### src/rtl/cfg_stream_ctrl.sv
module cfg_stream_ctrl #(
  parameter int CYC_PER_MS = 50000,
  parameter int IMG_BYTES  = 4096,
  parameter int HALF_DIV   = 2,
  localparam int AW = $clog2(IMG_BYTES + 1)
) (
  input  logic          clk,
  input  logic          rst_n,
  input  logic          hold_long,
  output logic [AW-1:0] mem_addr,
  input  logic [7:0]    mem_data,
  output logic [7:0]    cfg_data,
  output logic          cfg_clk,
  output logic          oe_drive_low,
  input  logic          oe_in,
  input  logic          done_n,
  output logic          cfg_err,
  output logic          busy,
  output logic [2:0]    stage
);

  localparam int CW = $clog2(2 * HALF_DIV + 1);
  localparam logic [CW-1:0] HALF_M1 = CW'(HALF_DIV - 1);
  localparam logic [CW-1:0] PER_M1  = CW'(2 * HALF_DIV - 1);
  localparam logic [AW-1:0] LAST    = AW'(IMG_BYTES);
  localparam logic [31:0]   SHORT_M1 = 32'(2 * CYC_PER_MS - 1);
  localparam logic [31:0]   LONG_M1  = 32'(100 * CYC_PER_MS - 1);

  typedef enum logic [2:0] {
    S_HOLD = 3'd0, S_WAIT = 3'd1, S_SEND = 3'd2,
    S_CHECK = 3'd3, S_DONE = 3'd4, S_RETRY = 3'd5
  } state_t;

  state_t        st;
  logic [31:0]   hcnt;
  logic [CW-1:0] dcnt;
  logic [AW-1:0] addr;

  wire tick    = (dcnt == HALF_M1);
  wire per_end = (dcnt == PER_M1);

  assign oe_drive_low = (st == S_HOLD) || (st == S_RETRY);
  assign busy         = (st != S_DONE);
  assign stage        = st;
  assign mem_addr     = addr;

  always_ff @(posedge clk or negedge rst_n) begin
    if (!rst_n) begin
      st       <= S_HOLD;
      hcnt     <= '0;
      dcnt     <= '0;
      addr     <= '0;
      cfg_clk  <= 1'b0;
      cfg_data <= '0;
      cfg_err  <= 1'b0;
    end else begin
      case (st)
        S_HOLD: begin
          if (hcnt == (hold_long ? LONG_M1 : SHORT_M1)) begin
            st   <= S_WAIT;
            hcnt <= '0;
          end else begin
            hcnt <= hcnt + 32'd1;
          end
        end
        S_WAIT: begin
          dcnt    <= '0;
          cfg_clk <= 1'b0;
          if (oe_in) begin
            st       <= S_SEND;
            cfg_data <= mem_data;
            addr     <= AW'(1);
          end
        end
        S_SEND: begin
          if (!oe_in) begin
            st      <= S_WAIT;
            addr    <= '0;
            dcnt    <= '0;
            cfg_clk <= 1'b0;
          end else if (tick) begin
            dcnt <= '0;
            if (!cfg_clk) begin
              cfg_clk <= 1'b1;
            end else begin
              cfg_clk <= 1'b0;
              if (addr == LAST) begin
                st <= S_CHECK;
              end else begin
                cfg_data <= mem_data;
                addr     <= addr + AW'(1);
              end
            end
          end else begin
            dcnt <= dcnt + CW'(1);
          end
        end
        S_CHECK: begin
          if (!oe_in) begin
            st   <= S_WAIT;
            addr <= '0;
            dcnt <= '0;
          end else if (per_end) begin
            dcnt <= '0;
            addr <= '0;
            if (!done_n) begin
              st      <= S_DONE;
              cfg_err <= 1'b0;
            end else begin
              st      <= S_RETRY;
              cfg_err <= 1'b1;
            end
          end else begin
            dcnt <= dcnt + CW'(1);
          end
        end
        S_RETRY: begin
          if (per_end) begin
            dcnt <= '0;
            st   <= S_WAIT;
          end else begin
            dcnt <= dcnt + CW'(1);
          end
        end
        S_DONE: begin
          if (!oe_in) st <= S_WAIT;
        end
        default: st <= S_HOLD;
      endcase
    end
  end


  data_hold_chk: assert property (@(posedge clk) disable iff (!rst_n)
    (cfg_clk && $past(cfg_clk)) |-> $stable(cfg_data));


  clk_idle_chk: assert property (@(posedge clk) disable iff (!rst_n)
    (st != S_SEND) |-> !cfg_clk);


  abort_chk: assert property (@(posedge clk) disable iff (!rst_n)
    (st == S_SEND && !oe_in) |=> (st == S_WAIT && addr == '0));


  done_entry_chk: assert property (@(posedge clk) disable iff (!rst_n)
    (!busy && $past(busy)) |-> (!$past(done_n) && !cfg_err));


  err_retry_chk: assert property (@(posedge clk) disable iff (!rst_n)
    $rose(cfg_err) |-> oe_drive_low);


  addr_range_chk: assert property (@(posedge clk) disable iff (!rst_n)
    addr <= LAST);

endmodule

### config.mk
export PLATFORM = sky130hd
export DESIGN_NAME = cfg_stream_ctrl
export DESIGN_NICKNAME = d
export VERILOG_FILES = /design/src/rtl/cfg_stream_ctrl.sv
export SDC_FILE = /design/constraint.sdc
export NUM_CORES = 1
export LEC_CHECK = 0
export BUFFER_PORTS_ARGS = -buffer_cell sky130_fd_sc_hd__buf_2
export CAP_MARGIN = 30
export CORE_ASPECT_RATIO = 1.5
export CORE_UTILIZATION = 58
export DETAILED_ROUTE_END_ITERATION = 6
export GPL_TIMING_DRIVEN = 0
export PLACE_DENSITY = 0.82
export SYNTH_ARGS = -nofsm -noshare
export SYNTH_HDL_FRONTEND = slang
export SYNTH_SLANG_ARGS = --single-unit
### constraint.sdc
create_clock -name clk -period 2.4 [get_ports clk]
set_clock_uncertainty 0.15 [all_clocks]
set_input_delay 0.36 -clock clk [delete_from_list [all_inputs] [get_ports clk]]
set_output_delay 0.36 -clock clk [all_outputs]
set_load 0.05 [all_outputs]
==> metrics <==
worst hold slack 98.46 ps; Overall Global Routing Usage 0.2742; syn_area_per_cell 9.764 um2; DRC Markers 0; drt wl/cell 15.90 um; Crit path arrival time 2380 ps; CP Class register to register; first-pass GRT wire length 12660 um; final setup fails 0; Peak Freq 435.0 MHz; placer congestion estimate 0.8987; CP max stage delay 410 ps; Place WS 52.89 ps; Layout area overhead 17.95%; fraction of layout cells with a size suffix above 1 0.2294; DR WL met2 3981 um; cts bufs inserted 9; Synth top area share 0.4571; CP Max Fanout 6; routed via count 2857; CP top delay family compound AO/OA/AOI/OAI gates; initial antenna violation count 0; 1st-iter DRT viols 178; CP startpoint hcnt[1]; worst path bufs/invs 0; Yosys cell types 53; Synth Register Bits 61; Leakage 1.704 nW; IO Pins 41; worst setup margin 101.0 ps; DRT Pass-1 Iters 5; H-tree depth 3; Max clock buf depth 2; Slowest cell on crit path a211oi_1; status finished clean; Top Layer Used met4; Slew headroom 0.5453; Antenna Nets Post-Route 0; Hold Vio Cnt, Final 0; largest net degree at the start of global routing 34; CTS root buffer clkbuf_8; Site Rows 33; startpoint types register; Post-Synthesis Cells 342; Critical Path End Type register; clk slew on worst S/H paths 70 ps; hpwl dp 5201 um; Core ar. 5492 um2; fin crit share 0.9579; worst path required time 2480 ps; crit path cell chain ha_1 -> nand4_1 -> a211oi_1 -> o21ai_0 -> o21a_1 -> o31ai_1; CTS tree yes; YS warnings 0; # port buffers 39; Post-Syn Area 3339 um2; chip width 63.96 um; Area contributors post-synth dfrtp_1, xnor2_1, nor2_1; fin area 3939 um2; Peak VDD IR 0.7715 mV; die height 94.94 um; vias in the first global route 2748; Final min period 2299 ps; leading area contributor after synthesis dfrtp_1; type of the most critical hold path input port to register; routed vias/inst 6.066; Slew Limit Fails 0; die area 6072 um2; syn_nets 362; maxcap violations 0; power per cell area 1062 nW/um2; Initial Util 0.6081; worst skew pair latency 340 ps; overall routed net length 7487 um; final net count 417; RSZ-0062 raised after global routing true; RR Startpoint hcnt[1]; wl on met1 2966 um; DP Area 3643 um2; grt ovf 0; fin util 0.7172; sequential share of the synthesized area 0.4571; routed wl met3 354 um; start point of the worst hold path mem_data[0]; Slew @ Worst Pin 682.1 ps; n_diodes 0; CTS Sinks 61
## state kept, by name (all words and copies together), names as in the netlist
| signal | count |
|---|---|
| cfg_clk | 1 |
| cfg_data | 8 |
| cfg_err | 1 |
| dcnt | 3 |
| hcnt | 32 |
| mem_addr | 13 |
| stage | 3 |
## power by group
group / internal [W] / switching [W]
Combinational: 0.000572 / 0.00116
Sequential: 0.00126 / 0.000214
Clock: 0.000580 / 0.000398
## worst reg2reg max path, stage by stage, from the launching register on
cell and delay [ps]:
dfrtp_1 380, ha_1 200, nand4_1 360, a211oi_1 410, o21ai_0 190, o21a_1 230, o31ai_1 270
## path summary, 6_finish.rpt
kind / cells after the start / end / slack, ps
setup / recovery: 6 / stage[0] / 100
hold / removal: 2 / cfg_data[0] / 100
setup reg to reg: 6 / stage[0] / 100
hold reg to reg: 1 / hcnt[31] / 320
max in group asynchronous: 3 / mem_addr[9] / 1040
min in group asynchronous: 2 / hcnt[16] / 440
## area by class of cell
cell class                      instances  area [um2]
Buffer                                 13       77.57
Clock buffer                           11       131.4
Clock inverter                          4       73.82
Fill cell                             401        1553
Inverter                               12       45.04
Multi-Input combinational cell        256        1735
Sequential cell                        61        1528
Tap cell                               70       87.58
Timing Repair Buffer                   44       260.3
## per-layer routing
metal | vias up | global-route usage
li1 | 1345 | -
met1 | 1387 | 0.3189
met2 | 102 | 0.4716
met3 | 23 | 0.06280
met4 | 0 | 0.1345
met5 | - | 0
## placed cells by master, fill, tap and decap left out, drive strengths merged, types with 2 or more instances in the layout
master and instances:
and3 6, nor2 33, buf 49, bufinv 2, xor2 12, o31ai 11
nand3 15, nor4 8, o21ai 16, dfrtp 61, inv 12, nor3 8
o21a 2, or4 10, ha 7, xnor2 19, nor4b 5, a21oi 16
or3 2, nand2 35, and4 2, nand2b 5, clkinv 2, mux2 10
clkbuf 18, nor2b 3, nand4 12, and2 2, a22o 2
## cell families after synthesis
| family | after synthesis | share of synthesized area |
|---|---|---|
| xor+xnor | 31 | 0.08805 |
| simple gates | 150 | 0.2495 |
| buf+inv | 25 | 0.03559 |
| fa+ha+maj | 7 | 0.02623 |
| compound gates | 57 | 0.1068 |
| mux | 11 | 0.03672 |
| flops | 61 | 0.4571 |
## metrics by stage
stage	cells	TNS, ps	total power (W)
3_3_place_gp	451	0	0.003108
6_report	471	0	0.004183
3_5_place_dp	452	0	0.003164
5_1_grt	471	-220.3	0.004440
4_1_cts	468	0	0.004149
2_1_floorplan	342	0	0.002757
## Yosys cell counts, drive strengths merged
| library cell | number |
|---|---|
| dfrtp | 61 |
| nand2 | 35 |
| nor2 | 33 |
| xnor2 | 19 |
| a21oi | 16 |
| o21ai | 16 |
| nand3 | 15 |
| inv | 12 |
| nand4 | 12 |
| xor2 | 12 |
| o31ai | 11 |
| mux2 | 10 |
| or4 | 10 |
| nor3 | 8 |
| nor4 | 8 |
| buf | 7 |
| ha | 7 |
| and3 | 6 |
| clkbuf | 6 |
| nand2b | 5 |
| nor4b | 5 |
| nor2b | 3 |
| a22o | 2 |
| and2 | 2 |
| and4 | 2 |
| o21a | 2 |
| or3 | 2 |
| a211o | 1 |
| a211oi | 1 |
| a22oi | 1 |
| a31oi | 1 |
| a32o | 1 |
| and3b | 1 |
| mux2i | 1 |
| nand3b | 1 |
| nand4b | 1 |
| o2111ai | 1 |
| o221ai | 1 |
| o22ai | 1 |
| o311ai | 1 |
| o41ai | 1 |
| or4b | 1 |
## what timing repair did
item	4_1_cts	5_1_grt
hold endpoints to repair	28	0
endpoints found under the setup margin	0	31
hold buffers	1	0
gates resized for setup	0	10
setup buffers	0	3
No activity file was read; power rests on OpenSTA's default activity.
